File: config.mk
export PLATFORM = sky130hd
export DESIGN_NAME = lio_claim_decoder
export DESIGN_NICKNAME = d
export VERILOG_FILES = /design/src/rtl/lio_pkg.sv /design/src/rtl/lio_range_match.sv /design/src/rtl/lio_addr_decode.sv /design/src/rtl/lio_claim_timer.sv /design/src/rtl/lio_claim_decoder.sv
export SDC_FILE = /design/constraint.sdc
export NUM_CORES = 1
export LEC_CHECK = 0
export BUFFER_PORTS_ARGS = -buffer_cell sky130_fd_sc_hd__clkbuf_2
export CORE_ASPECT_RATIO = 1.1
export CORE_MARGIN = 2
export CORE_UTILIZATION = 45
export DETAILED_ROUTE_END_ITERATION = 10
export PLACE_DENSITY = 0.87
export SYNTH_ARGS = -nofsm -noshare
export SYNTH_HDL_FRONTEND = slang
export SYNTH_SLANG_ARGS = --single-unit
File: constraint.sdc
create_clock -name clk -period 2.1 [get_ports clk]
set_clock_uncertainty 0.05 [all_clocks]
set_input_delay 0.105 -clock clk [delete_from_list [all_inputs] [get_ports clk]]
set_output_delay 0.105 -clock clk [all_outputs]
set_load 0.03 [all_outputs]
File: src/rtl/lio_pkg.sv
// Shared constants and helpers for the legacy I/O claim decoder.
// Assumes the claim clock never exceeds 4, so a 3-bit count is enough.
package lio_pkg;
    localparam int CLK_W = 3;
    localparam logic [CLK_W-1:0] CLK_MED   = 3'd2;
    localparam logic [CLK_W-1:0] CLK_SLOW  = 3'd3;
    localparam logic [CLK_W-1:0] CLK_SUBTR = 3'd4;

    localparam int CMD_IO_RD = 2;
    localparam int CMD_IO_WR = 3;

    localparam int LEGACY_HI  = 'h3FF;
    localparam int DMAPG_LO   = 'h480;
    localparam int DMAPG_HI   = 'h48F;
    localparam int IDE_CH     = 2;
    localparam int IDE_BLK_SZ = 8;

    typedef enum logic [1:0] {
        SPD_SUBTR = 2'b00,
        SPD_SLOW  = 2'b01,
        SPD_MED   = 2'b10,
        SPD_ALT   = 2'b11
    } speed_e;

    // Base of the eight-port command block of disk channel ch (0 primary).
    function automatic int ide_blk_base(int ch);
        return (ch == 0) ? 'h1F0 : 'h170;
    endfunction

    // Single control port of disk channel ch.
    function automatic int ide_ctl_port(int ch);
        return (ch == 0) ? 'h3F6 : 'h376;
    endfunction

    // Claim clock chosen by the speed code for the legacy window.
    function automatic logic [CLK_W-1:0] speed_clk(speed_e s);
        case (s)
            SPD_SLOW:         return CLK_SLOW;
            SPD_MED, SPD_ALT: return CLK_MED;
            default:          return CLK_SUBTR;
        endcase
    endfunction
endpackage

File: src/rtl/lio_range_match.sv
// Inclusive address range comparator [LO, HI] over the full address.
// Assumes LO <= HI; a zero lower bound drops the lower compare.
module lio_range_match #(
    parameter int ADDR_W = 32,
    parameter int LO     = 0,
    parameter int HI     = 0
) (
    input  logic [ADDR_W-1:0] addr,
    output logic              hit
);
    localparam logic [ADDR_W-1:0] LO_V = ADDR_W'(LO);
    localparam logic [ADDR_W-1:0] HI_V = ADDR_W'(HI);

    generate
        if (LO == 0) begin : g_upper_only
            // compare against the top of the range only
            assign hit = (addr <= HI_V);
        end else if (LO == HI) begin : g_single
            // a one-port range is an equality test
            assign hit = (addr == LO_V);
        end else begin : g_both
            // both bounds inclusive
            assign hit = (addr >= LO_V) && (addr <= HI_V);
        end
    endgenerate
endmodule

File: src/rtl/lio_addr_decode.sv
// Combinational claim-clock selection for one address phase.
// Assumes control inputs are stable during the address phase cycle.
module lio_addr_decode
    import lio_pkg::*;
#(
    parameter int ADDR_W = 32,
    parameter int CMD_W  = 4
) (
    input  logic [1:0]        cfg_speed,
    input  logic              cfg_rej_pri,
    input  logic              cfg_rej_sec,
    input  logic              cfg_dma_hi,
    input  logic [ADDR_W-1:0] addr,
    input  logic [CMD_W-1:0]  cmd,
    output logic [CLK_W-1:0]  claim_clk
);
    logic              legacy_hit;
    logic              dmapg_hit;
    logic [IDE_CH-1:0] ide_hit;
    logic [IDE_CH-1:0] ide_rej;
    logic              ide_veto;
    logic              is_io;

    lio_range_match #(.ADDR_W(ADDR_W), .LO(0), .HI(LEGACY_HI)) u_legacy (
        .addr (addr),
        .hit  (legacy_hit)
    );

    lio_range_match #(.ADDR_W(ADDR_W), .LO(DMAPG_LO), .HI(DMAPG_HI)) u_dmapg (
        .addr (addr),
        .hit  (dmapg_hit)
    );

    generate
        for (genvar ch = 0; ch < IDE_CH; ch++) begin : g_ide
            logic blk_hit;
            logic port_hit;

            lio_range_match #(
                .ADDR_W (ADDR_W),
                .LO     (ide_blk_base(ch)),
                .HI     (ide_blk_base(ch) + IDE_BLK_SZ - 1)
            ) u_blk (
                .addr (addr),
                .hit  (blk_hit)
            );

            lio_range_match #(
                .ADDR_W (ADDR_W),
                .LO     (ide_ctl_port(ch)),
                .HI     (ide_ctl_port(ch))
            ) u_port (
                .addr (addr),
                .hit  (port_hit)
            );

            // a channel's group is the command block plus its control port
            assign ide_hit[ch] = blk_hit | port_hit;
        end
    endgenerate

    assign ide_rej  = {cfg_rej_sec, cfg_rej_pri};
    assign ide_veto = |(ide_hit & ide_rej);
    assign is_io    = (cmd == CMD_W'(CMD_IO_RD)) || (cmd == CMD_W'(CMD_IO_WR));

    // pick the claim clock: DMA page first, then the legacy window, else subtractive
    always_comb begin
        claim_clk = CLK_SUBTR;
        if (is_io && cfg_dma_hi && dmapg_hit) begin
            claim_clk = CLK_MED;
        end else if (is_io && legacy_hit && !ide_veto) begin
            claim_clk = speed_clk(speed_e'(cfg_speed));
        end
    end
endmodule

File: src/rtl/lio_claim_timer.sv
// Counts clocks after an accepted address phase and fires the claim on
// the selected clock, unless another agent claims on an earlier clock.
// Assumes one outstanding transaction; starts while busy are dropped.
module lio_claim_timer
    import lio_pkg::*;
(
    input  logic             clk,
    input  logic             rst_n,
    input  logic             start,
    input  logic [CLK_W-1:0] claim_clk,
    input  logic             devsel_other,
    output logic             busy,
    output logic [CLK_W-1:0] cnt,
    output logic [CLK_W-1:0] tgt,
    output logic             claim
);
    logic early_other;

    assign early_other = devsel_other && (cnt < tgt);
    assign claim       = busy && (cnt == tgt);

    // track the clock count of the pending decision
    always_ff @(posedge clk) begin
        if (!rst_n) begin
            busy <= 1'b0;
            cnt  <= '0;
            tgt  <= CLK_SUBTR;
        end else if (!busy) begin
            if (start) begin
                busy <= 1'b1;
                cnt  <= CLK_W'(1);
                tgt  <= claim_clk;
            end
        end else if (claim || early_other) begin
            busy <= 1'b0;
        end else begin
            cnt <= cnt + CLK_W'(1);
        end
    end
endmodule

File: src/rtl/lio_claim_decoder.sv
// Top of the legacy I/O claim decoder: captures the address phase,
// selects the claim clock, drives the device-select strobe and the
// forward request. Assumes the bus protocol keeps address phases apart
// by at least the claim window.
module lio_claim_decoder
    import lio_pkg::*;
#(
    parameter int ADDR_W = 32,
    parameter int CMD_W  = 4
) (
    input  logic              clk,
    input  logic              rst_n,
    input  logic [1:0]        cfg_speed,
    input  logic              cfg_rej_pri,
    input  logic              cfg_rej_sec,
    input  logic              cfg_dma_hi,
    input  logic              adr_start,
    input  logic [ADDR_W-1:0] adr_addr,
    input  logic [CMD_W-1:0]  adr_cmd,
    input  logic              devsel_other,
    output logic              claim_strobe,
    output logic              fwd_vld,
    output logic [ADDR_W-1:0] fwd_addr,
    output logic [CMD_W-1:0]  fwd_cmd,
    output logic              fwd_subtr
);
    logic [CLK_W-1:0] dec_clk;
    logic             t_busy;
    logic [CLK_W-1:0] t_cnt;
    logic [CLK_W-1:0] t_tgt;
    logic             t_claim;
    logic             accept;

    assign accept = adr_start && !t_busy;

    lio_addr_decode #(.ADDR_W(ADDR_W), .CMD_W(CMD_W)) u_dec (
        .cfg_speed   (cfg_speed),
        .cfg_rej_pri (cfg_rej_pri),
        .cfg_rej_sec (cfg_rej_sec),
        .cfg_dma_hi  (cfg_dma_hi),
        .addr        (adr_addr),
        .cmd         (adr_cmd),
        .claim_clk   (dec_clk)
    );

    lio_claim_timer u_tmr (
        .clk          (clk),
        .rst_n        (rst_n),
        .start        (adr_start),
        .claim_clk    (dec_clk),
        .devsel_other (devsel_other),
        .busy         (t_busy),
        .cnt          (t_cnt),
        .tgt          (t_tgt),
        .claim        (t_claim)
    );

    // hold the address and command of the accepted address phase
    always_ff @(posedge clk) begin
        if (!rst_n) begin
            fwd_addr <= '0;
            fwd_cmd  <= '0;
        end else if (accept) begin
            fwd_addr <= adr_addr;
            fwd_cmd  <= adr_cmd;
        end
    end

    assign claim_strobe = t_claim;
    assign fwd_vld      = t_claim;
    assign fwd_subtr    = (t_tgt == CLK_SUBTR);
endmodule


==> reports/metrics.cfg <==
[yosys]
synth_area_um2=1750
synth.distinct_cells=30
ys_seq_area_share_pct=49.1
ys_seq_elements=43
avgSynthCellArea_um2=8.04
async_flop_share_pct=0
netlist_instances=218
yosys.area.top_type=dfxtp_1
synth_edf_count=0
syn_nets=267
synth_most_common_cell=nand2_1
synth_top_area_share_pct=49.1
netlist_top_cells_area=dfxtp_1 (49%), nand2_1 (16%), a21oi_1 (11%)
ys.flop_type=dfxtp_1
synthTopCellsByCount=nand2_1 (75), dfxtp_1 (43), a21oi_1 (39)
yosysWarningCount=0

[floorplanning]
start_util_pct=47.6
placementRows=23
ios=84
die_h_um=69.4
die_area_um2=4410
fp.dieW_um=63.5
core_area_um2=3680

[sta]
period_share_pct=89.4
worst-slew-pin-transition_ps=604
setup_viol=0
worst_hold_slack_ps=4.86
rsz0062_at_grt=no
hold_viol_final=0
final.min_clock_period_ps=1880
timing.slew.headroom_pct=59.6
fin_ws_ps=223
max_freq_ghz=0.533
finalSetupTns_ps=0
slew_viol_final=0

[worst_setup_path]
start_kind=register
critical_path_class=register to register
r2r_cells=6
path_cells=inv_1 > ha_1 > and4_1 > a311oi_4 > a21oi_1 > a31o_1
crit_slowest_cell=a311oi_4
slowest_delay_ps=420
cp_max_fo=7
path_buf_inv=1
cp.depth=6
worstPathRequired_ps=2240
crit_family=compound AO/OA/AOI/OAI gates
arrival_ps=2020
crit_path_end_kind=register

[status]
outcome=completed

[final_layout]
antenna_cells=0
finalNonFillerCells=364
final_nets=364
regArea_um2=861
drive_gt1_share_pct=31.2
multi_input_area_um2=816
final_area_um2=2450
fillCellCount=342
syn_to_final_growth_pct=40.0

[placed_design]
io_buffers=83
dpl.cell_count=342
placed_cell_area_um2=2220
dpl_worst_slack_ps=255
post-dp-hpwl_um=3420
gp_congestion=0.793

[detailed_routing]
wirelength_um=4990
detail_route.wl_per_cell_um=13.7
avgViaCountPerCell=5.07
drtIter0Drc=105
firstDrtPassIters=4
drc=0
route.antenna.remaining_nets=0
num_vias=1846

[cts]
post-cts-setup-buffer-count=0
cts.sinks=43
cts-root-buf=clkbuf_8
cts_resized=0
cts_buffers=5
clk_latency_ps=290
cts_max_level=2
clk_pin_slew_ps=70
clockBufferDepth=2
cts_tree=built

[flow_run]
max_cap_violations=0

[worst_hold_path]
hold_depth=3
hold_class=input pin to register

[grt]
antenna_found_initial=0
overflow=0
grt_pass1_vias=1832
grt_pass1_wl_um=8400
grt_max_degree=31
grtUsageTotal_pct=24.3

[power]
irDropWorstVdd_mv=0.549
powerDensity_nw_per_um2=697
p_leak_nw=1.11

## cell families (layout without fill, tap and decap cells)
kind of cell	Yosys count	after routing	share of synthesized area, %
muxes	1	1	0.571
adders and majority gates	4	4	2.86
and+or+nand+nor	104	104	26.2
buffers and inverters	19	115	4.43
DFF	43	43	49.1
AOI/OAI and AO/OA	47	47	16.8
## metal layers
metal / share of wire, % / routed length, µm / vias to the layer above / GRT usage (%)
met5: 0 / 0 / - / 0
met4: 2.3 / 115 / 0 / 8.94
met3: 8.2 / 409 / 11 / 8.12
met2: 51 / 2530 / 77 / 41.8
met1: 39 / 1940 / 835 / 27.6
li1: - / - / 923 / -
## placed cells by master, fill, tap and decap left out
cell and instances:
o21ai_2 1, nand4b_1 1, inv_1 5, a311oi_4 1, nand3_1 2, clkbuf_8 5
a2111oi_2 1, nor2b_4 1, nand3b_1 2, nor4bb_1 1, and4_1 1, a211oi_2 1
nor4b_1 1, clkinv_1 1, o41ai_1 1, clkbuf_1 1, nor4_1 4, buf_12 1
nor2_1 6, mux2i_1 1, a31o_1 1, buf_4 3, ha_1 4, nand2_1 75
nand4_1 3, a32o_1 1, clkbuf_2 83, dfxtp_1 43, a21oi_1 39, dlygate4sd3_1 16
nor2b_2 1, nor3_1 6, a32oi_1 1
## worst paths after layout
kind	startpoint	end	slack, ps
worst min register to register	fwd_addr[29]	fwd_addr[29]	410
worst min-delay path	adr_cmd[2]	fwd_cmd[2]	5
worst max-delay path	u_tmr.cnt[0]	u_tmr.cnt[2]	220
worst max register to register	u_tmr.cnt[0]	u_tmr.cnt[2]	220
## metrics by stage
step	util [%]	total power, W
after detailed placement	60.3	0.00122
after floorplan	-	0.00109
after CTS	66.6	0.00171
final	66.6	0.00171
after global routing	66.6	0.00179
after global placement	60.3	0.00122
## worst reg2reg max path: stages, from the launching register on
cell and delay [ps]:
dfxtp_1 400, inv_1 70, ha_1 280, and4_1 250, a311oi_4 420, a21oi_1 120, a31o_1 190
## power breakdown
part / switching, W / internal (W) / leakage, nW / total (W)
Sequential: 0.0000246 / 0.000860 / 0.353 / 0.000885
Clock: 0.000258 / 0.000222 / 0.0371 / 0.000479
Combinational: 0.000219 / 0.000125 / 0.723 / 0.000345
## sequential cells by signal (all words and copies together) (netlist names)
register / cells
fwd_addr: 32
fwd_cmd: 4
u_tmr.busy: 1
u_tmr.cnt: 3
u_tmr.tgt: 3
## area by class of cell
type / instances / area share [%]
multi-input combinational: 156 / 33.3
sequential: 43 / 35.1
tap: 50 / 2.55
timing repair buffer: 103 / 25.2
inverter: 6 / 0.918
clock buffer: 6 / 2.96
## timing repair
item	4_1_cts	5_1_grt
endpoints found under the setup margin	0	0
hold buffers	16	0
hold endpoints to repair	16	0
Note: power is estimated with default switching activity, not from simulation.
